`src/rtl/mbr_pkg.sv`:
```
package mbr_pkg;

  typedef enum logic [1:0] {
    ACC_NONE = 2'd0,
    ACC_WR   = 2'd1,
    ACC_RD   = 2'd2
  } acc_e;

  // index width that never collapses to zero bits
  function automatic int idx_w(input int n);
    return (n > 1) ? $clog2(n) : 1;
  endfunction

endpackage

```
`src/rtl/mbr_decode.sv`:
```
module mbr_decode
  import mbr_pkg::*;
#(
  parameter int ADDR_W = 8,
  parameter int BYTES  = 3,
  parameter int NCFG   = 2,
  parameter int NSTS   = 2,
  parameter logic [ADDR_W-1:0] CFG_BASE = 8'h10,
  parameter logic [ADDR_W-1:0] STS_BASE = 8'h20,
  localparam int NFLD = NCFG + NSTS,
  localparam int FI_W = idx_w(NFLD),
  localparam int BI_W = idx_w(BYTES)
) (
  input  logic [ADDR_W-1:0] addr_i,
  input  logic              wr_i,
  input  logic              rd_i,
  output acc_e              kind_o,
  output logic              hit_o,
  output logic              hit_cfg_o,
  output logic [FI_W-1:0]   fld_o,
  output logic [BI_W-1:0]   bidx_o,
  output logic              first_o,
  output logic              last_o
);

  // configuration fields take indices 0..NCFG-1, status fields follow
  function automatic logic [ADDR_W-1:0] field_addr(input int f, input int b);
    int off;
    if (f < NCFG) off = int'(CFG_BASE) + f * BYTES + b;
    else          off = int'(STS_BASE) + (f - NCFG) * BYTES + b;
    return ADDR_W'(off);
  endfunction

  logic            hit;
  logic [FI_W-1:0] fld;
  logic [BI_W-1:0] bidx;

  always_comb begin
    hit  = 1'b0;
    fld  = '0;
    bidx = '0;
    for (int f = 0; f < NFLD; f++) begin
      for (int b = 0; b < BYTES; b++) begin
        if (addr_i == field_addr(f, b)) begin
          hit  = 1'b1;
          fld  = FI_W'(f);
          bidx = BI_W'(b);
        end
      end
    end
  end

  assign kind_o    = wr_i ? ACC_WR : (rd_i ? ACC_RD : ACC_NONE);
  assign hit_o     = hit;
  assign hit_cfg_o = hit && (int'(fld) < NCFG);
  assign fld_o     = fld;
  assign bidx_o    = bidx;
  assign first_o   = (bidx == '0);
  assign last_o    = (int'(bidx) == BYTES - 1);

endmodule

```
`src/rtl/mbr_wr_seq.sv`:
```
module mbr_wr_seq
  import mbr_pkg::*;
#(
  parameter int BYTES = 3,
  parameter int NCFG  = 2,
  parameter int FI_W  = 2,
  parameter int BI_W  = 2,
  parameter logic [NCFG*BYTES*8-1:0] CFG_DEFAULT = '0,
  localparam int W  = BYTES * 8,
  localparam int SW = (BYTES - 1) * 8
) (
  input  logic                clk,
  input  logic                rst_n,
  input  acc_e                kind_i,
  input  logic                hit_i,
  input  logic                hit_cfg_i,
  input  logic [FI_W-1:0]     fld_i,
  input  logic [BI_W-1:0]     bidx_i,
  input  logic                first_i,
  input  logic                last_i,
  input  logic [7:0]          wdata_i,
  output logic [NCFG*W-1:0]   cfg_o
);

  logic            run_q, run_d;
  logic [FI_W-1:0] rfld_q, rfld_d;
  logic [BI_W-1:0] nxt_q, nxt_d;
  logic            stage_en;
  logic            commit;
  logic [SW-1:0]   stage_w;
  logic [W-1:0]    commit_word;

  // next-state: track one run of byte writes
  always_comb begin
    run_d    = run_q;
    rfld_d   = rfld_q;
    nxt_d    = nxt_q;
    stage_en = 1'b0;
    commit   = 1'b0;
    if (hit_i && kind_i != ACC_NONE) begin
      if (kind_i == ACC_WR && hit_cfg_i && first_i) begin
        run_d    = 1'b1;
        rfld_d   = fld_i;
        nxt_d    = BI_W'(1);
        stage_en = 1'b1;
      end else if (kind_i == ACC_WR && hit_cfg_i && run_q &&
                   fld_i == rfld_q && bidx_i == nxt_q) begin
        if (last_i) begin
          commit = 1'b1;
          run_d  = 1'b0;
        end else begin
          stage_en = 1'b1;
          nxt_d    = nxt_q + BI_W'(1);
        end
      end else begin
        run_d = 1'b0;
      end
    end
  end

  always_ff @(posedge clk or negedge rst_n) begin
    if (!rst_n) begin
      run_q  <= 1'b0;
      rfld_q <= '0;
      nxt_q  <= '0;
    end else begin
      run_q  <= run_d;
      rfld_q <= rfld_d;
      nxt_q  <= nxt_d;
    end
  end

  // staging bytes, one enable each
  for (genvar k = 0; k < BYTES - 1; k++) begin : g_stage
    logic       en;
    logic [7:0] b_q;
    assign en = stage_en && (int'(bidx_i) == k);
    always_ff @(posedge clk or negedge rst_n) begin
      if (!rst_n)  b_q <= '0;
      else if (en) b_q <= wdata_i;
    end
    assign stage_w[k*8 +: 8] = b_q;
  end

  assign commit_word = {wdata_i, stage_w};

  // live configuration words, loaded all at once
  for (genvar f = 0; f < NCFG; f++) begin : g_cfg
    logic         en;
    logic [W-1:0] f_q;
    assign en = commit && (int'(rfld_q) == f);
    always_ff @(posedge clk or negedge rst_n) begin
      if (!rst_n)  f_q <= CFG_DEFAULT[f*W +: W];
      else if (en) f_q <= commit_word;
    end
    assign cfg_o[f*W +: W] = f_q;
  end

endmodule

```
`src/rtl/mbr_rd_snap.sv`:
```
module mbr_rd_snap
  import mbr_pkg::*;
#(
  parameter int BYTES = 3,
  parameter int NFLD  = 4,
  parameter int FI_W  = 2,
  parameter int BI_W  = 2,
  localparam int W = BYTES * 8
) (
  input  logic              clk,
  input  logic              rst_n,
  input  acc_e              kind_i,
  input  logic              hit_i,
  input  logic [FI_W-1:0]   fld_i,
  input  logic [BI_W-1:0]   bidx_i,
  input  logic              first_i,
  input  logic              last_i,
  input  logic [NFLD*W-1:0] live_i,
  output logic [7:0]        rdata_o
);

  logic            act_q, act_d;
  logic [FI_W-1:0] sfld_q, sfld_d;
  logic [W-1:0]    snap_q;
  logic            snap_en;
  logic [7:0]      rdata_q, rdata_d;
  logic            rdata_en;
  logic [W-1:0]    live_word;

  assign live_word = live_i[int'(fld_i)*W +: W];

  always_comb begin
    act_d    = act_q;
    sfld_d   = sfld_q;
    snap_en  = 1'b0;
    rdata_en = 1'b0;
    rdata_d  = rdata_q;
    if (kind_i == ACC_RD) begin
      rdata_en = 1'b1;
      if (!hit_i) begin
        rdata_d = '0;
      end else if (first_i) begin
        snap_en = 1'b1;
        act_d   = 1'b1;
        sfld_d  = fld_i;
        rdata_d = live_word[7:0];
      end else if (act_q && fld_i == sfld_q) begin
        rdata_d = snap_q[int'(bidx_i)*8 +: 8];
        if (last_i) act_d = 1'b0;
      end else begin
        rdata_d = live_word[int'(bidx_i)*8 +: 8];
        act_d   = 1'b0;
      end
    end else if (kind_i == ACC_WR && hit_i) begin
      act_d = 1'b0;
    end
  end

  always_ff @(posedge clk or negedge rst_n) begin
    if (!rst_n) begin
      act_q  <= 1'b0;
      sfld_q <= '0;
    end else begin
      act_q  <= act_d;
      sfld_q <= sfld_d;
    end
  end

  always_ff @(posedge clk or negedge rst_n) begin
    if (!rst_n)       snap_q <= '0;
    else if (snap_en) snap_q <= live_word;
  end

  always_ff @(posedge clk or negedge rst_n) begin
    if (!rst_n)        rdata_q <= '0;
    else if (rdata_en) rdata_q <= rdata_d;
  end

  assign rdata_o = rdata_q;

endmodule

```
`src/rtl/mbr_atomic_regs.sv`:
```
module mbr_atomic_regs
  import mbr_pkg::*;
#(
  parameter int ADDR_W = 8,
  parameter int BYTES  = 3,
  parameter int NCFG   = 2,
  parameter int NSTS   = 2,
  parameter logic [ADDR_W-1:0] CFG_BASE = 8'h10,
  parameter logic [ADDR_W-1:0] STS_BASE = 8'h20,
  parameter logic [NCFG*BYTES*8-1:0] CFG_DEFAULT = 48'hABCDEF_123456
) (
  input  logic                    clk,
  input  logic                    rst_n,
  input  logic [ADDR_W-1:0]       addr_i,
  input  logic [7:0]              wdata_i,
  input  logic                    wr_i,
  input  logic                    rd_i,
  input  logic [NSTS*BYTES*8-1:0] sts_value_i,
  output logic [NCFG*BYTES*8-1:0] cfg_value_o,
  output logic [7:0]              rdata_o
);

  localparam int NFLD = NCFG + NSTS;
  localparam int W    = BYTES * 8;
  localparam int FI_W = idx_w(NFLD);
  localparam int BI_W = idx_w(BYTES);

  // reset: asserted at once, released on the clock
  logic [1:0] rst_pipe;
  logic       rst_sync_n;
  always_ff @(posedge clk or negedge rst_n) begin
    if (!rst_n) rst_pipe <= '0;
    else        rst_pipe <= {rst_pipe[0], 1'b1};
  end
  assign rst_sync_n = rst_pipe[1];

  acc_e            kind;
  logic            hit, hit_cfg, first, last;
  logic [FI_W-1:0] fld;
  logic [BI_W-1:0] bidx;
  logic [NCFG*W-1:0] cfg_q;
  logic [NFLD*W-1:0] live;

  mbr_decode #(
    .ADDR_W(ADDR_W), .BYTES(BYTES), .NCFG(NCFG), .NSTS(NSTS),
    .CFG_BASE(CFG_BASE), .STS_BASE(STS_BASE)
  ) u_dec (
    .addr_i(addr_i), .wr_i(wr_i), .rd_i(rd_i),
    .kind_o(kind), .hit_o(hit), .hit_cfg_o(hit_cfg),
    .fld_o(fld), .bidx_o(bidx), .first_o(first), .last_o(last)
  );

  mbr_wr_seq #(
    .BYTES(BYTES), .NCFG(NCFG), .FI_W(FI_W), .BI_W(BI_W),
    .CFG_DEFAULT(CFG_DEFAULT)
  ) u_wr (
    .clk(clk), .rst_n(rst_sync_n), .kind_i(kind), .hit_i(hit),
    .hit_cfg_i(hit_cfg), .fld_i(fld), .bidx_i(bidx), .first_i(first),
    .last_i(last), .wdata_i(wdata_i), .cfg_o(cfg_q)
  );

  assign live = {sts_value_i, cfg_q};

  mbr_rd_snap #(
    .BYTES(BYTES), .NFLD(NFLD), .FI_W(FI_W), .BI_W(BI_W)
  ) u_rd (
    .clk(clk), .rst_n(rst_sync_n), .kind_i(kind), .hit_i(hit),
    .fld_i(fld), .bidx_i(bidx), .first_i(first), .last_i(last),
    .live_i(live), .rdata_o(rdata_o)
  );

  assign cfg_value_o = cfg_q;

endmodule

```
`config.mk`:
```
export PLATFORM = sky130hd
export DESIGN_NAME = mbr_atomic_regs
export DESIGN_NICKNAME = d
export VERILOG_FILES = /design/src/rtl/mbr_pkg.sv /design/src/rtl/mbr_decode.sv /design/src/rtl/mbr_wr_seq.sv /design/src/rtl/mbr_rd_snap.sv /design/src/rtl/mbr_atomic_regs.sv
export SDC_FILE = /design/constraint.sdc
export NUM_CORES = 1
export LEC_CHECK = 0
export BUFFER_PORTS_ARGS = -buffer_cell sky130_fd_sc_hd__buf_2
export CELL_PAD_IN_SITES_DETAIL_PLACEMENT = 1
export CELL_PAD_IN_SITES_GLOBAL_PLACEMENT = 2
export CORE_MARGIN = 4
export CORE_UTILIZATION = 37
export CTS_CLUSTER_DIAMETER = 150
export DETAILED_ROUTE_END_ITERATION = 16
export PLACE_DENSITY = 0.92
export SLEW_MARGIN = 30
export SYNTH_ARGS = -nofsm -noshare
export SYNTH_HDL_FRONTEND = slang
export SYNTH_HIERARCHICAL = 1
export SYNTH_SLANG_ARGS = --single-unit
```
`constraint.sdc`:
```
create_clock -name clk -period 4 [get_ports clk]
set_input_delay 0 -clock clk [delete_from_list [all_inputs] [get_ports clk]]
set_output_delay 0 -clock clk [all_outputs]
set_load 0.05 [all_outputs]
```
; Word level (Yosys, flattened, before mapping)
; Index checks and enable logic that the tools add are counted.
[totals]
reg_bits = 106
latchBits = 0
ramBits = 0
rom_bits = 0
input_bits = 68
wordCells = 127
memories = 0
[classes]
addsub = 1
n_mul = 1
n_div = 0
order_cmp = 1
n_eq_ne = 24
n_shift = 3
mux = 60
n_bitwise = 0
reduce_logical = 25
[op_table]
columns = op, n
row1 = indexed part select 96 x 32 -> 24 bit, 1
row2 = "equality test 8 x 5 -> 1 bit, second input constant", 6
row3 = "equality test 8 x 6 -> 1 bit, second input constant", 6
row4 = indexed part select 24 x 6 -> 8 bit, 2
row5 = two-way mux 2 bit, 21
row6 = two-way mux 1 bit, 36
row7 = two-way mux 8 bit, 3
row8 = logical AND 1 bit, 13
row9 = AND reduction 3 bit, 3
row10 = "equality test 2 bit, second input constant", 4
row11 = equality test 2 bit, 3
row12 = logical NOT 2 bit, 3
row13 = AND reduction 2 bit, 3
row14 = nonzero test 2 bit, 3
row15 = "multiplier 2 x 2 -> 4 bit, second input constant", 1
row16 = "!= test 2 x 1 -> 1 bit, second input constant", 2
row17 = "!= test 4 x 3 -> 1 bit, second input constant", 1
row18 = "!= test 3 x 2 -> 1 bit, second input constant", 1
row19 = "adder 2 x 1 -> 2 bit, second input constant", 1
row20 = "equality test 2 x 1 -> 1 bit, second input constant", 1
row21 = "< comparator 2 bit, second input constant", 1

; Logic depth before layout (Yosys ltp)
[depth]
word_depth = 22
ltp_mapped = 9
mapped_depth_nobuf = 7

; Hierarchy
; The synthesis kept the hierarchy.
[modules_own_cells]
columns = module, instances, cells_per_inst, area_each_um2, seq_area_each_um2
row1 = mbr_rd_snap, 1, 258, 2932.8, 875.8
row2 = mbr_wr_seq, 1, 173, 2815.2, 1759.2
row3 = mbr_decode, 1, 19, 142.6, 0.0
row4 = mbr_atomic_regs, 1, 3, 53.8, 50.0

; Worst setup path after synthesis
; No wires, ideal clock.
[synth_timing]
path_kind = in2reg
from = in addr_i[7]
to = reg u_wr.g_cfg[0].f_q[16]
t_arrival_ns = 2.583
path_slack_ns = 1.292
cell_stages = 8
cell_sequence = or3_1 a211oi_1 xor2_1 nor3_2 nand4_4 nor4_4 buf_6 mux2_2
[synth_lines]
columns = item, line
row1 = from (decl), mbr_atomic_regs.sv:14  ; input logic [ADDR_W-1:0] addr_i,
row2 = equality test 8 x 5 -> 1 bit, mbr_decode.sv:44  ; if (addr_i == field_addr(f, b)) begin
row3 = two-way mux 1 bit (3 in series), mbr_decode.sv:44
row4 = two-way mux 2 bit (5 in series), mbr_decode.sv:44
row5 = two-way mux 2 bit (*), mbr_decode.sv:44
row6 = net fld[0], mbr_atomic_regs.sv:39  ; logic [FI_W-1:0] fld;
row7 = < comparator 2 bit, mbr_decode.sv:55  ; assign hit_cfg_o = hit && (int'(fld) < NCFG);
row8 = logical AND 1 bit, mbr_decode.sv:55
row9 = logical AND 1 bit, "mbr_wr_seq.sv:41, mbr_wr_seq.sv:46"
row10 = logical AND 1 bit (2 in series), mbr_wr_seq.sv:46  ; end else if (kind_i == ACC_WR && hit_cfg_i && run_q &&
row11 = logical AND 1 bit, mbr_wr_seq.sv:47  ; fld_i == rfld_q && bidx_i == nxt_q) begin
row12 = two-way mux 1 bit, mbr_wr_seq.sv:46
row13 = two-way mux 1 bit (*), mbr_wr_seq.sv:41  ; if (kind_i == ACC_WR && hit_cfg_i && first_i) begin
row14 = two-way mux 1 bit (*), mbr_wr_seq.sv:40  ; if (hit_i && kind_i != ACC_NONE) begin
row15 = logical AND 1 bit (*), mbr_wr_seq.sv:91  ; assign en = commit && (int'(rfld_q) == f);
row16 = to (signal assigned), mbr_wr_seq.sv:93  ; if (!rst_n) f_q <= CFG_DEFAULT[f*W +: W];
row17 = to (signal assigned), mbr_wr_seq.sv:94  ; else if (en) f_q <= commit_word;
row18 = to (decl), mbr_wr_seq.sv:90  ; logic [W-1:0] f_q;
; Mark *: on every way through the listed nets, which the timed path passes. The rest lies on a longest branch.
; A chain may end at the register's enable or synchronous reset.

; Worst setup path in the final report
[layout_timing]
from = in addr_i[0]
to = reg u_wr.g_cfg[1].f_q[4]
[layout_lines]
columns = item, line
row1 = equality test 8 x 5 -> 1 bit, mbr_decode.sv:44
row2 = two-way mux 1 bit, mbr_decode.sv:44
row3 = two-way mux 2 bit (9 in series), mbr_decode.sv:44
row4 = two-way mux 2 bit (*), mbr_decode.sv:44
row5 = equality test 2 bit (*), mbr_decode.sv:59  ; assign last_o = (int'(bidx) == BYTES - 1);
row6 = net last, mbr_atomic_regs.sv:38  ; logic hit, hit_cfg, first, last;
row7 = two-way mux 1 bit (*), mbr_wr_seq.sv:48  ; if (last_i) begin
row8 = two-way mux 1 bit (*), mbr_wr_seq.sv:46
row9 = two-way mux 1 bit (*), mbr_wr_seq.sv:41
row10 = two-way mux 1 bit (*), mbr_wr_seq.sv:40
row11 = logical AND 1 bit (*), mbr_wr_seq.sv:91
row12 = to (signal assigned), mbr_wr_seq.sv:93
row13 = to (signal assigned), mbr_wr_seq.sv:94
row14 = to (decl), mbr_wr_seq.sv:90
; Marked as above.

==> flow_summary_export.csv <==
group,metric,value,unit
clocking,cts_buffers,9,
synthesis,synthArstFlopShare,100,%
clocking,cts_tree,"done",
synthesis,synth_top_flop_cell,"dfrtp_1",
critical_path,setup.worst_path.start_class,"input port",
sta,worst_pin_slew,0.780,ns
clocking,cts_setup_buffers,0,
cells_and_area,fin_nets,646,
critical_path,crit_buf_inv,2,
die,die-area,18200,µm²
die,fp.dieW,135,µm
drt,drc,0,
cells_and_area,drive_above_1_share,53.0,%
place,gp_congestion,0.821,
die,rows,46,
die,fp.dieH,135,µm
critical_path,critical_path_required,4.23,ns
global_routing,grt_pass1_vias,5088,
drt,drtIter0Drc,235,
drt,ant_nets,0,
power_and_ir_drop,p_leak,3.38,nW
sta,slew_headroom,47.7,%
drt,wl,18.4,mm
synthesis,synth.avg_cell_area,13.1,µm²
cells_and_area,final_cells,799,
sta,finalSetupTns,0,ns
critical_path,r2r-end,"u_rd/rdata_o[4]",
die,io-pin-count,124,
cells_and_area,stdcell_area,7140,µm²
sta,fmax,0.378,GHz
outcome,status,"finished clean",
drt,vias,4605,
worst_hold_path,hold_class,"in2reg",
worst_hold_path,holdPathEnd,"u_rd/snap_q[9]",
cells_and_area,final_core_util,45.1,%
critical_path,rrSetupSlack,1.38,ns
place,dpl_cell_area,6750,µm²
critical_path,slowest_stage,"a211oi_1",
global_routing,grt_overflow,0,
global_routing,grt_pass1_wl,29.4,mm
synthesis,syn_area,5940,µm²
clocking,clk_pin_slew,0.07,ns
clocking,cts_root_buf,"clkbuf_16",
place,port_buffers,123,
global_routing,track_usage,21.0,%
synthesis,synth-edff-count,0,
worst_hold_path,hold_depth,3,
die,floorplan.core_area,15800,µm²
critical_path,cpLargestDelayFamily,"compound AO/OA/AOI/OAI gates",
synthesis,synth.area.top_cells,"dfrtp_1, mux2_2, dfstp_2",
clocking,clock_path_buffers,2,
critical_path,critPathKind,"in2reg",
global_routing,use_met1,25.2,%
synthesis,synth_seq_cells,106,
flow_run,cap_violations,0,
critical_path,timing.rr.start,"u_rd/act_q",
sta,clock-skew-final,0.00874,ns
synthesis,netlist-cell-type-count,56,
sta,setup_viol,0,
worst_hold_path,worstHoldStart,"sts_value_i[33]",
global_routing,grt.met3_usage,4.14,%
sta,finalWorstSetupSlack,1.36,ns
drt,detail_route.first_pass.iterations,5,
place,post-place-cells,772,
cells_and_area,final_common_cell,"buf_2",
critical_path,slowest_delay,0.71,ns
place,dpl.hpwl,13.4,mm
critical_path,r2r_cells,4,
synthesis,netlist_instances,453,
critical_path,arrival,2.87,ns
synthesis,syn_nets,521,
cells_and_area,layout_common_cells,"buf_2, mux2_2, dfrtp_1, nand2_1, dfstp_2",
power_and_ir_drop,powerDensity,290,nW/µm²
power_and_ir_drop,p_total,2.07,mW
critical_path,critPathCaptureType,"register",
synthesis,seq_area_frac_synth,45.2,%
power_and_ir_drop,ir_worst_vdd,0.255,mV
synthesis,synth_top_cell_area_share,33.7,%
global_routing,grt_start_max_net_pins,59,
synthesis,yosys_warnings,6,
drt,wl_per_cell,23.0,µm
place,pre_cts_ws,0.979,ns
die,start_util,37.6,%
clocking,insertion_delay,0.35,ns
sta,min_period,2.64,ns
global_routing,antenna_found_initial,0,
synthesis,synth_area_leader_cell,"dfrtp_1",
critical_path,path_cells,"buf_2, or3b_1, a211oi_1, o21ai_0, nor4_4, buf_4, mux2_2",
sta,hold_ws,0.142,ns
sta,hold_viol,0,
sta,final_max_slew_viol_count,0,
sta,post-route-period-util,66.1,%
clocking,cts_htree_levels,3,
global_routing,grtUsageMet2,36.9,%
critical_path,critPathMaxFanout,24,
clocking,cts.sinks,106,
global_routing,busiest_layer,"met2",
sta,rsz0062_at_grt,"no",
cells_and_area,n_antenna_cell,0,
drt,via_per_inst,5.76,
cells_and_area,areaGrowthSynthToFinish,20.1,%
## power by group
group	switching, mW	total, mW	internal [mW]
Clock	0.413	0.840	0.427
Sequential	0.0166	1.09	1.08
Combinational	0.0797	0.139	0.0594
## worst max-delay path by stage
stage	from	to	depth (start not counted)
finish	addr_i[0]	u_wr/g_cfg[1].f_q[4]	7
global placement	addr_i[0]	u_wr/g_cfg[1].f_q[13]	7
detailed placement	addr_i[7]	u_wr/g_cfg[1].f_q[4]	10
CTS	addr_i[7]	u_wr/g_cfg[0].f_q[3]	10
floorplan	rst_pipe[1]	u_rd/act_q	0
global route	addr_i[0]	u_wr/g_cfg[1].f_q[4]	7
## synthesized netlist by cell type, types with 2 or more instances
library cell,n
dfstp_2,26
o211ai_1,2
o21ai_0,19
o2bb2ai_1,8
nor4_1,2
dfrtp_1,80
nand3b_1,3
nor3b_1,2
buf_4,2
a21oi_1,8
mux4_1,5
a211oi_1,3
a211o_1,3
and3_1,8
mux2_2,97
nor2b_1,3
nor4_4,2
mux2_1,2
a41oi_1,8
xnor2_1,3
buf_2,8
o31ai_1,16
inv_1,2
mux4_2,19
xor2_1,4
nor2_1,3
nand2b_1,6
buf_6,6
o31a_1,17
nand2_1,28
xnor2_2,2
nand3_1,3
a221oi_1,8
mux2i_1,8
clkbuf_1,16
## routing by layer
layer	part of all wire (%)	vias to the layer above	routed length [µm]
met5	0	-	0
met4	3.4	0	629
met3	5.4	34	995
met2	52	152	9610
met1	39	2397	7120
li1	-	2022	-
## worst register-to-register path, cell delays in order, from the launching register on
cell and delay (ns):
dfrtp_1 0.83, clkinv_1 0.73, o31ai_1 0.47, a221oi_1 0.20
o31a_1 0.28
## registers in the layout (all words and copies together) (netlist names)
name,cells
u_wr/rfld_q,2
rst_pipe,2
u_rd/act_q,1
u_rd/sfld_q,2
u_rd/snap_q,24
u_rd/rdata_o,8
u_wr/g_cfg.f_q,48
u_wr/g_stage.b_q,16
u_wr/nxt_q,2
u_wr/run_q,1
## layout make-up
class                           instances  area [µm²]
Tap cell                              216         270
Clock inverter                          7        51.3
Clock buffer                            9         225
Timing Repair Buffer                  147         823
Inverter                                3        11.3
Multi-Input combinational cell        311        3070
Sequential cell                       106        2690
Fill cell                            1689        8690
## what timing repair did
item	CTS	global route
hold buffers	10	1
endpoints found under the hold margin	30	1
resized for setup	0	0
## cell families after synthesis
logic type	Yosys count	share of synthesized area, %
other	1	0.0631
xor gates and xnor gates	10	2.04
DFF	106	45.2
and+or+nand+nor	70	7.14
muxes	131	29.5
buffers and inverters	36	3.60
AOI/OAI and AO/OA	99	12.5
Note: power is estimated with default switching activity, not from simulation.
